--- src/rtl/adc_scan_pkg.sv ---
package adc_scan_pkg;

   localparam int FRAME_W    = 16;
   localparam int TAG_MSB    = 15;
   localparam int TAG_LSB    = 12;
   localparam int SAMPLE_MSB = 11;
   localparam int RESP_LAT   = 2;   // frames between a command and its answer

   typedef logic [FRAME_W-1:0] frame_t;
   typedef logic [3:0]         chan_t;

   // command word: manual select, settings write, channel, range doubling
   function automatic frame_t mk_cmd(input chan_t ch, input logic dbl);
      frame_t w;
      w       = '0;
      w[12]   = 1'b1;
      w[11]   = 1'b1;
      w[10:7] = ch;
      w[6]    = dbl;
      return w;
   endfunction

endpackage

--- src/rtl/adc_spi_frame.sv ---
// One 16-bit mode-0 transfer followed by a deselect gap.
module adc_spi_frame
   import adc_scan_pkg::*;
#(
   parameter int CLK_DIV = 2
) (
   input  logic   clk,
   input  logic   rst_n,
   input  logic   go,
   input  frame_t tx_word,
   output frame_t rx_word,
   output logic   done,
   output logic   sclk,
   output logic   cs_n,
   output logic   mosi,
   input  logic   miso
);

   localparam int DIV_W = $clog2(2*CLK_DIV + 1);
   localparam int BIT_W = $clog2(FRAME_W);

   generate
      if (CLK_DIV < 1) begin : g_bad_div
         $error("CLK_DIV must be at least 1");
      end
   endgenerate

   typedef enum logic [1:0] {F_IDLE, F_SHIFT, F_GAP} fstate_t;

   fstate_t          st;
   logic [DIV_W-1:0] div_cnt;
   logic [BIT_W-1:0] bit_cnt;
   frame_t           sh_tx;
   frame_t           sh_rx;
   logic             sclk_q;
   logic             cs_q;
   logic             done_q;

   always_ff @(posedge clk or negedge rst_n) begin
      if (!rst_n) begin
         st      <= F_IDLE;
         div_cnt <= '0;
         bit_cnt <= '0;
         sh_tx   <= '0;
         sh_rx   <= '0;
         sclk_q  <= 1'b0;
         cs_q    <= 1'b1;
         done_q  <= 1'b0;
      end else begin
         done_q <= 1'b0;
         case (st)
            F_IDLE: begin
               if (go) begin
                  sh_tx   <= tx_word;
                  cs_q    <= 1'b0;
                  sclk_q  <= 1'b0;
                  div_cnt <= '0;
                  bit_cnt <= '0;
                  st      <= F_SHIFT;
               end
            end
            F_SHIFT: begin
               if (div_cnt == DIV_W'(CLK_DIV - 1)) begin
                  div_cnt <= '0;
                  if (!sclk_q) begin
                     sclk_q <= 1'b1;
                     sh_rx  <= {sh_rx[FRAME_W-2:0], miso};
                  end else begin
                     sclk_q <= 1'b0;
                     if (bit_cnt == BIT_W'(FRAME_W - 1)) begin
                        cs_q <= 1'b1;
                        st   <= F_GAP;
                     end else begin
                        sh_tx   <= {sh_tx[FRAME_W-2:0], 1'b0};
                        bit_cnt <= bit_cnt + 1'b1;
                     end
                  end
               end else begin
                  div_cnt <= div_cnt + 1'b1;
               end
            end
            F_GAP: begin
               if (div_cnt == DIV_W'(2*CLK_DIV - 1)) begin
                  div_cnt <= '0;
                  done_q  <= 1'b1;
                  st      <= F_IDLE;
               end else begin
                  div_cnt <= div_cnt + 1'b1;
               end
            end
            default: st <= F_IDLE;
         endcase
      end
   end

   assign sclk    = sclk_q;
   assign cs_n    = cs_q;
   assign mosi    = sh_tx[FRAME_W-1];
   assign rx_word = sh_rx;
   assign done    = done_q;

   // clock parked low while deselected
   p_sclk_low_idle_r8: assert property (@(posedge clk) disable iff (!rst_n)
      cs_q |-> !sclk_q);

   // data line holds while the clock is high
   p_mosi_hold_r8: assert property (@(posedge clk) disable iff (!rst_n)
      (sclk_q && $past(sclk_q)) |-> $stable(sh_tx[FRAME_W-1]));

endmodule

--- src/rtl/adc_low_pick.sv ---
// Lowest-index set bit of a request vector.
module adc_low_pick #(
   parameter int N = 16
) (
   input  logic [N-1:0] req,
   output logic [3:0]   idx,
   output logic [N-1:0] hot,
   output logic         any
);

   always_comb begin
      idx = '0;
      hot = '0;
      for (int i = N - 1; i >= 0; i--) begin
         if (req[i]) begin
            idx    = i[3:0];
            hot    = '0;
            hot[i] = 1'b1;
         end
      end
   end

   assign any = |req;

endmodule

--- src/rtl/adc_resp_align.sv ---
// Tracks which channel each in-flight frame asked for and checks answers.
module adc_resp_align
   import adc_scan_pkg::*;
#(
   parameter int SAMPLE_W = 12,
   parameter int LAT      = RESP_LAT
) (
   input  logic                clk,
   input  logic                rst_n,
   input  logic                clr,
   input  logic                push,
   input  logic                push_vld,
   input  chan_t               push_ch,
   input  logic                rsp_en,
   input  frame_t              rsp_word,
   output logic                res_valid,
   output logic [SAMPLE_W-1:0] res_data,
   output chan_t               res_chan,
   output logic                res_err
);

   generate
      if (LAT < 1) begin : g_bad_lat
         $error("LAT must be at least 1");
      end
   endgenerate

   logic [LAT:0]        v_pipe;
   logic [LAT:0][3:0]   c_pipe;
   logic [SAMPLE_W-1:0] sample;
   chan_t               tag;

   generate
      if (SAMPLE_W == SAMPLE_MSB + 1) begin : g_full
         assign sample = rsp_word[SAMPLE_MSB:0];
      end else begin : g_part
         assign sample = rsp_word[SAMPLE_MSB -: SAMPLE_W];
      end
   endgenerate

   assign tag = rsp_word[TAG_MSB:TAG_LSB];

   always_ff @(posedge clk or negedge rst_n) begin
      if (!rst_n) begin
         v_pipe <= '0;
         c_pipe <= '0;
      end else if (clr) begin
         v_pipe <= '0;
         c_pipe <= '0;
      end else if (push) begin
         v_pipe <= {v_pipe[LAT-1:0], push_vld};
         c_pipe <= {c_pipe[LAT-1:0], push_ch};
      end
   end

   always_ff @(posedge clk or negedge rst_n) begin
      if (!rst_n) begin
         res_valid <= 1'b0;
         res_data  <= '0;
         res_chan  <= '0;
         res_err   <= 1'b0;
      end else begin
         res_valid <= 1'b0;
         res_err   <= 1'b0;
         if (rsp_en && v_pipe[LAT]) begin
            res_valid <= 1'b1;
            res_data  <= sample;
            res_chan  <= c_pipe[LAT];
            res_err   <= (tag != c_pipe[LAT]);
         end
      end
   end

   // error only reported alongside a result
   p_err_with_valid_r6: assert property (@(posedge clk) disable iff (!rst_n)
      res_err |-> res_valid);

   // results are single-cycle strobes
   p_valid_single_r5: assert property (@(posedge clk) disable iff (!rst_n)
      res_valid |=> !res_valid);

endmodule

--- src/rtl/adc_scan_seq.sv ---
module adc_scan_seq
   import adc_scan_pkg::*;
#(
   parameter int NUM_CH    = 16,
   parameter int SAMPLE_W  = 12,
   parameter int CLK_DIV   = 2,
   parameter bit RANGE_DBL = 1'b1
) (
   input  logic                clk,
   input  logic                rst_n,
   input  logic                start,
   input  logic [NUM_CH-1:0]   ch_mask,
   output logic                busy,
   output logic                sclk,
   output logic                cs_n,
   output logic                mosi,
   input  logic                miso,
   output logic                res_valid,
   output logic [SAMPLE_W-1:0] res_data,
   output logic [3:0]          res_chan,
   output logic                res_err
);

   localparam int LAT  = RESP_LAT;
   localparam int FL_W = $clog2(LAT + 1);
   localparam int FC_W = $clog2(NUM_CH + LAT + 2);

   generate
      if (NUM_CH < 1 || NUM_CH > 16) begin : g_bad_ch
         $error("NUM_CH must lie in 1..16");
      end
      if (SAMPLE_W != 12 && SAMPLE_W != 10 && SAMPLE_W != 8) begin : g_bad_w
         $error("SAMPLE_W must be 8, 10 or 12");
      end
   endgenerate

   typedef enum logic [1:0] {S_IDLE, S_LAUNCH, S_WAIT, S_END} sstate_t;

   sstate_t          st;
   logic [NUM_CH-1:0] rem;
   logic [FL_W-1:0]  flush_cnt;
   logic [FC_W-1:0]  frm_cnt;
   frame_t           last_cmd;
   frame_t           launch_cmd;
   frame_t           rx_word;
   logic             frame_done;
   logic             go;
   logic             accept;
   logic [3:0]       pick_idx;
   logic [NUM_CH-1:0] pick_hot;
   logic             pick_any;

   adc_low_pick #(.N(NUM_CH)) u_pick (
      .req (rem),
      .idx (pick_idx),
      .hot (pick_hot),
      .any (pick_any)
   );

   assign accept     = (st == S_IDLE) && start && (|ch_mask);
   assign go         = (st == S_LAUNCH);
   assign launch_cmd = pick_any ? mk_cmd(pick_idx, RANGE_DBL) : last_cmd;

   always_ff @(posedge clk or negedge rst_n) begin
      if (!rst_n) begin
         st        <= S_IDLE;
         rem       <= '0;
         flush_cnt <= '0;
         frm_cnt   <= '0;
         last_cmd  <= '0;
      end else begin
         case (st)
            S_IDLE: begin
               if (accept) begin
                  rem       <= ch_mask;
                  flush_cnt <= '0;
                  frm_cnt   <= '0;
                  st        <= S_LAUNCH;
               end
            end
            S_LAUNCH: begin
               frm_cnt <= frm_cnt + 1'b1;
               if (pick_any) begin
                  rem      <= rem & ~pick_hot;
                  last_cmd <= launch_cmd;
               end else begin
                  flush_cnt <= flush_cnt + 1'b1;
               end
               st <= S_WAIT;
            end
            S_WAIT: begin
               if (frame_done) begin
                  if (!pick_any && flush_cnt == FL_W'(LAT)) st <= S_END;
                  else                                     st <= S_LAUNCH;
               end
            end
            S_END:   st <= S_IDLE;
            default: st <= S_IDLE;
         endcase
      end
   end

   assign busy = (st != S_IDLE);

   adc_spi_frame #(.CLK_DIV(CLK_DIV)) u_frame (
      .clk     (clk),
      .rst_n   (rst_n),
      .go      (go),
      .tx_word (launch_cmd),
      .rx_word (rx_word),
      .done    (frame_done),
      .sclk    (sclk),
      .cs_n    (cs_n),
      .mosi    (mosi),
      .miso    (miso)
   );

   adc_resp_align #(.SAMPLE_W(SAMPLE_W), .LAT(LAT)) u_align (
      .clk       (clk),
      .rst_n     (rst_n),
      .clr       (accept),
      .push      (go),
      .push_vld  (pick_any),
      .push_ch   (pick_idx),
      .rsp_en    (frame_done),
      .rsp_word  (rx_word),
      .res_valid (res_valid),
      .res_data  (res_data),
      .res_chan  (res_chan),
      .res_err   (res_err)
   );

   // results only appear inside a scan
   p_valid_in_busy_r7: assert property (@(posedge clk) disable iff (!rst_n)
      res_valid |-> busy);

   // a scan only begins from a start request
   p_busy_from_start_r7: assert property (@(posedge clk) disable iff (!rst_n)
      $rose(busy) |-> $past(start));

   // never more frames than channels plus the flush pair
   p_frame_bound_r3: assert property (@(posedge clk) disable iff (!rst_n)
      busy |-> (frm_cnt <= FC_W'(NUM_CH + LAT)));

endmodule

--- config.mk ---
export PLATFORM = sky130hd
export DESIGN_NAME = adc_scan_seq
export DESIGN_NICKNAME = d
export VERILOG_FILES = /design/src/rtl/adc_scan_pkg.sv /design/src/rtl/adc_spi_frame.sv /design/src/rtl/adc_low_pick.sv /design/src/rtl/adc_resp_align.sv /design/src/rtl/adc_scan_seq.sv
export SDC_FILE = /design/constraint.sdc
export NUM_CORES = 1
export LEC_CHECK = 0
export BUFFER_PORTS_ARGS = -buffer_cell sky130_fd_sc_hd__buf_4
export CELL_PAD_IN_SITES_DETAIL_PLACEMENT = 1
export CELL_PAD_IN_SITES_GLOBAL_PLACEMENT = 2
export CORE_MARGIN = 3
export CORE_UTILIZATION = 41
export CTS_BUF_LIST = sky130_fd_sc_hd__clkbuf_2 sky130_fd_sc_hd__clkbuf_4 sky130_fd_sc_hd__clkbuf_8
export DETAILED_ROUTE_END_ITERATION = 6
export PLACE_DENSITY = 0.92
export SETUP_SLACK_MARGIN = 0.4
export SLEW_MARGIN = 20
export SYNTH_ARGS = -nofsm -noshare
export SYNTH_HDL_FRONTEND = slang
export SYNTH_SLANG_ARGS = --single-unit
--- constraint.sdc ---
create_clock -name clk -period 3.15 [get_ports clk]
set_clock_uncertainty 0.2 [all_clocks]
set_input_delay 0.63 -clock clk [delete_from_list [all_inputs] [get_ports clk]]
set_output_delay 0.63 -clock clk [all_outputs]
set_load 0.05 [all_outputs]
==> impl_metrics.yaml, run 1 <==
outcome:
  outcome: "completed"
setup_path:
  rrSetupSlack_ps: 650
  startpoint_type: "register"
  crit_required_ps: 3270
  cp-end-kind: "register"
  reg2reg_from: "u_frame.st[1]"
  reg2reg_depth: 9
  cp_max_fo: 22
  arrival_ps: 2620
  worstSetupPathType: "reg -> reg"
  r2r_end: "u_frame.sh_tx[10]"
finish:
  fill_cells: 1363
  post-route-util_pct: 49.7
  layout_commonest_cell: "dfrtp_1"
  seq_area_mm2: 0.00283
  multi_input_area_mm2: 0.00211
  final_cells: 690
  n_antenna_cell: 0
  final_cell_mix: "112 x dfrtp_1, 61 x nand2_1, 49 x buf_4, 32 x mux2_2, 22 x o21ai_1"
  nets: 540
  design_area_mm2: 0.00602
  area_delta_synth_final_pct: 17.8
  drive_gt1_share_pct: 24.3
placement:
  dp_cells: 657
  place_congestion: 0.771
  dp_hpwl_um: 8100
  port_buffers: 41
  placed_area_mm2: 0.00560
sta:
  min_period_ps: 2500
  fin_hold_ws_ps: 214
  worst_pin_slew_ps: 776
  max_freq_ghz: 0.400
  max_slew_margin_pct: 48.2
  rsz0062_at_grt: "false"
  finalSetupViolations: 0
  finalCritPeriodShare_pct: 79.3
  tns_ps: 0
  slew_violations: 0
  hold_viol: 0
synthesis:
  yosys_most_used_dff: "dfrtp_1"
  synth_edf_count: 0
  synth_nets: 493
  synth_cell_types: 61
  postSynth.asyncResetShare_pct: 100
  netlist_area_mm2: 0.00511
  yosysSeqAreaShare_pct: 55.4
  synth_area_per_cell_um2: 11.1
  yosysWarningCount: 0
  synth_cells: 462
  ys_seq_elements: 113
clock_tree:
  cts_root_buf: "clkbuf_8"
  h-tree-depth: 4
  cts_setup_buffers: 0
  cts_buffers: 17
  clock_latency_ps: 440
  clk_pin_slew_ps: 80
  clk_path_buf_depth: 2
  cts.sinks: 113
  cts_tree: "done"
drt:
  wl_per_cell_um: 17.6
  via_per_inst: 5.47
  vias: 3777
  firstDrtPassIters: 4
  routed_wl_um: 12200
  postRouteAntennaNets: 0
  drc: 0
  drt_first_iter_violations: 200
power_and_ir_drop:
  p_per_area_mw_per_mm2: 489
  ir_worst_vdd_v: 0.000287
  leakage_nw: 2.83
global_route:
  grt_use_met3_pct: 4.47
  grt_util_all_layers_pct: 18.8
  overflow: 0
  top_usage_layer: "met2"
  grtUsageMet1_pct: 23.4
  grt_max_degree: 85
  grt_pass1_vias: 4093
  grt_util_met2_pct: 31.7
  antenna_found_initial: 0
  grt_first_pass_wirelength_um: 20900
min_path:
  min_path_type: "in -> reg"
  hold_start: "ch_mask[14]"
  whs_endpoint: "rem[14]"
  whs_path_depth: 3
run:
  maxCapViolCount: 0
floorplanning:
  dieArea_mm2: 0.0138
  io_pins: 42
  core_mm2: 0.0121
  die_h_um: 118
  fp.dieW_um: 118
  start_util_pct: 42.2
  num_rows: 40
-- registers in the layout, indices dropped and copies added, names as in the netlist, 4 cells and up --
register	count
u_align.res_chan	4
u_align.c_pipe	12
u_frame.sh_tx	16
u_align.res_data	12
last_cmd	16
u_frame.rx_word	16
u_frame.bit_cnt	4
rem	16
-- metal layers --
metal	share of wire, %	vias to the layer above
li1	-	1754
met4	1.7	0
met2	50	83
met5	0	-
met3	4.4	17
met1	44	1923
-- power breakdown --
| part | internal [W] | switching [W] | total, W |
|---|---|---|---|
| Sequential | 0.00146 | 0.00000609 | 0.00146 |
| Combinational | 0.0000249 | 0.0000380 | 0.0000630 |
| Clock | 0.000729 | 0.000687 | 0.00142 |
| Total | 0.00221 | 0.000731 | 0.00294 |
-- logic make-up after synthesis --
family	after synthesis	share of synthesized area, %
flops	113	55.4
buf+inv	39	3.33
simple gates	149	15.3
xor+xnor	6	1.03
compound gates	111	15.0
fa+ha+maj	11	2.69
mux	33	7.27
-- worst max-delay path by stage --
stage	start	end	slack, ps	cells after the start
finish	u_frame.st[1]	u_frame.sh_tx[10]	650	9
global route	u_frame.st[1]	u_frame.sh_tx[10]	490	9
CTS	rem[12]	rem[10]	490	5
detailed placement	ch_mask[11]	rem[10]	420	7
global placement	ch_mask[11]	rem[9]	540	7
floorplan	u_frame.st[1]	u_frame.rx_word[10]	960	7
-- worst max-delay path, stage by stage (launching register included) --
cell and delay, ps:
dfrtp_1 410, inv_1 100, ha_1 250, buf_4 220, and4_1 170, nor3_2 250
nand2_1 290, buf_4 300, nand2_1 100, o21ai_1 70
-- through the flow --
stage	total power (W)	worst slack [ps]
floorplan	0.00150	963
global placement	0.00155	536
detailed placement	0.00156	420
CTS	0.00299	489
global route	0.00307	493
finish	0.00294	652
-- final cells by class --
| cell class | instances | area share, % |
|---|---|---|
| Sequential cell | 113 | 47.0 |
| Tap cell | 168 | 3.49 |
| Clock buffer | 17 | 3.89 |
| Clock inverter | 15 | 2.89 |
| Timing Repair Buffer | 51 | 6.61 |
| Multi-Input combinational cell | 310 | 35.1 |
| Inverter | 16 | 0.998 |
-- what timing repair did --
action | 4_1_cts | 5_1_grt
hold buffers | 1 | 0
resized for setup | 0 | 1
endpoints found under the hold margin | 29 | 0
setup endpoints to repair | 0 | 5
-- synth_stat cells, types with 3 or more instances --
library cell,number,area share [%]
a21o_1,5,0.73
a21oi_1,18,1.8
a221o_1,6,1.2
a22o_1,11,1.9
and3_1,12,1.5
buf_2,10,0.98
clkbuf_1,10,0.73
dfrtp_1,112,55
ha_1,11,2.7
inv_1,15,1.1
mux2_2,32,7.1
nand2_1,61,4.5
nand2b_1,4,0.49
nand3_1,5,0.49
nor2_1,14,1.0
nor2b_1,12,1.5
nor3_1,8,0.78
nor4_1,9,1.1
o211ai_1,3,0.44
o21ai_0,17,1.7
o21ai_1,22,2.2
o22ai_1,3,0.37
o31ai_1,3,0.44
or2_1,3,0.37
or3_1,5,0.61
xnor2_1,4,0.69
Power figures use the tool's default switching activity.
==> run 2: changes to the inputs <==
CORE_UTILIZATION = 37   (was 41)
PLACE_DENSITY = 0.88   (was 0.92)
clock period = 2.1 ns   (was 3.15 ns; I/O delays follow)
==> run 2 against run 1 <==
The flow now finishes with violations (negative setup slack); total power is 54% higher; combinational power is 110% higher; die area grew 10%; fmax grew 19%.
==> impl_metrics.yaml, run 2 (synthesized netlist as in run 1, its figures left out) <==
global_route:
  grt_pass1_vias: 4648
  overflow: 0
  grt_max_degree: 34
  antenna_found_initial: 0
  grt_first_pass_wirelength_um: 24800
  grt_util_all_layers_pct: 21.7
power_and_ir_drop:
  power.internal_w: 0.00353
  pwr-share-clk_pct: 48.5
  p_total_w: 0.00453
  combinationalPowerShare_pct: 2.9
  pwr-share-seq_pct: 48.5
  ir_worst_vdd_v: 0.000322
  switching_share_pct: 22.0
  leakage_nw: 3.61
  power.net_switching_w: 0.000999
  p_per_area_mw_per_mm2: 579
drt:
  drc: 0
  wl_per_cell_um: 22.4
  via_per_inst: 5.56
  top_layer: "met4"
  vias: 4451
  drt-met1-wl_um: 7020
  postRouteAntennaNets: 0
  firstDrtPassIters: 4
  wl_met3_um: 522
  drt_first_iter_violations: 253
  routed_wl_um: 17900
  met2_length_um: 9850
outcome:
  outcome: "finished with violations"
  violations: "negative setup slack"
placement:
  place_congestion: 0.801
  place_ws_ps: -65.9
  dp_hpwl_um: 8680
  placed_area_mm2: 0.00596
  port_buffers: 41
min_path:
  hold_start: "ch_mask[8]"
  whs_endpoint: "rem[8]"
  min_path_type: "in -> reg"
  whs_path_depth: 2
finish:
  final_cell_mix: "105 x dfrtp_1, 90 x buf_4, 53 x nand2_1, 33 x buf_6"
  drive_gt1_share_pct: 50.0
  area_delta_synth_final_pct: 53.1
  post-route-util_pct: 58.6
  n_antenna_cell: 0
  nets: 644
  fill_cells: 1381
  layout_commonest_cell: "dfrtp_1"
  design_area_mm2: 0.00782
setup_path:
  cp_slowest_stage_delay_ps: 420
  cp_max_fo: 8
  reg2reg_from: "u_frame.st[1]"
  worstSetupPathType: "reg -> reg"
  cp_slowest_cell: "dfrtp_1"
  path_common_cell: "buf_12"
  reg2reg_depth: 8
  startpoint_type: "register"
  worstPathCellList: "inv_2, ha_4, buf_12, clkinv_8, nor3_4, buf_12, buf_12, mux2_4"
  arrival_ps: 2240
  crit_required_ps: 2240
  rrSetupSlack_ps: -4
  cp-end-kind: "register"
  r2r_end: "u_frame.rx_word[2]"
floorplanning:
  fp.dieW_um: 124
  io_pins: 42
  core_mm2: 0.0133
  die_h_um: 124
  dieArea_mm2: 0.0153
  num_rows: 42
  start_util_pct: 38.3
sta:
  worst_pin_slew_ps: 425
  finalCritPeriodShare_pct: 100
  max_slew_margin_pct: 71.7
  slew_violations: 0
  min_period_ps: 2100
  rsz0062_at_grt: "true"
  fin_hold_ws_ps: 26.3
  max_freq_ghz: 0.475
  hold_viol: 0
  setup_slack_ps: -3.77
  finalSetupViolations: 2
clock_tree:
  clk_pin_slew_ps: 80
  cts_root_buf: "clkbuf_8"
  clock_latency_ps: 460
  cts_tree: "done"
  cts.sinks: 113
  h-tree-depth: 4
  clk_path_buf_depth: 2
  cts_buffers: 17
run:
  maxCapViolCount: 0
## run 2: worst max-delay path, delay by kind of cell, from the launching register on
family | cells | cell delay [ps]
adders and majority gates | 1 | 240
DFF | 1 | 420
and+or+nand+nor | 1 | 200
buffers and inverters | 5 | 600
muxes | 1 | 300
## run 2: per-layer routing
layer | GRT usage, % | vias up
met5 | 0 | -
met4 | 9.00 | 0
met3 | 5.26 | 43
met2 | 38.3 | 116
met1 | 25.0 | 2325
li1 | - | 1967
## run 2: power by group through the flow
stage	Sequential, W	Clock (W)	Combinational (W)
after floorplan	0.00224	0	0.0000180
after global placement	0.00224	0	0.000113
after global routing	0.00220	0.00234	0.000147
final	0.00220	0.00220	0.000133
after detailed placement	0.00224	0	0.000118
after CTS	0.00220	0.00221	0.000133
## run 2: worst max-delay path by stage
stage | from | slack [ps] | to
after global placement | ch_mask[11] | -10 | flush_cnt[0]
final | u_frame.st[1] | -4 | u_frame.rx_word[2]
after global routing | u_frame.st[1] | -50 | u_frame.rx_word[4]
after detailed placement | st[1] | -70 | rem[9]
after floorplan | u_frame.st[1] | 160 | u_frame.sh_tx[7]
after CTS | rem[10] | 120 | u_frame.sh_tx[11]
## run 2: cell type report
class	instances	area, µm²	share of cell area, %
Inverter	16	77.6	0.992
Clock buffer	18	241	3.09
Tap cell	176	220	2.82
Clock inverter	12	168	2.14
Multi-Input combinational cell	313	2760	35.2
Sequential cell	113	2840	36.3
Timing Repair Buffer	152	1520	19.5
## run 2: timing repair
action,in CTS,in global routing
gates resized for setup,70,102
cloned,4,4
buffers inserted,31,34
setup endpoints to repair,99,101
hold buffers,9,0
hold endpoints to repair,31,0
pin swaps,23,47
## run 2: per-stage QoR
| stage | setup TNS [ps] | instances |
|---|---|---|
| 2_1_floorplan | 0 | 462 |
| 3_3_place_gp | -11.9 | 688 |
| 3_5_place_dp | -636 | 688 |
| 4_1_cts | 0 | 762 |
| 5_1_grt | -951 | 800 |
| 6_report | -4.73 | 800 |
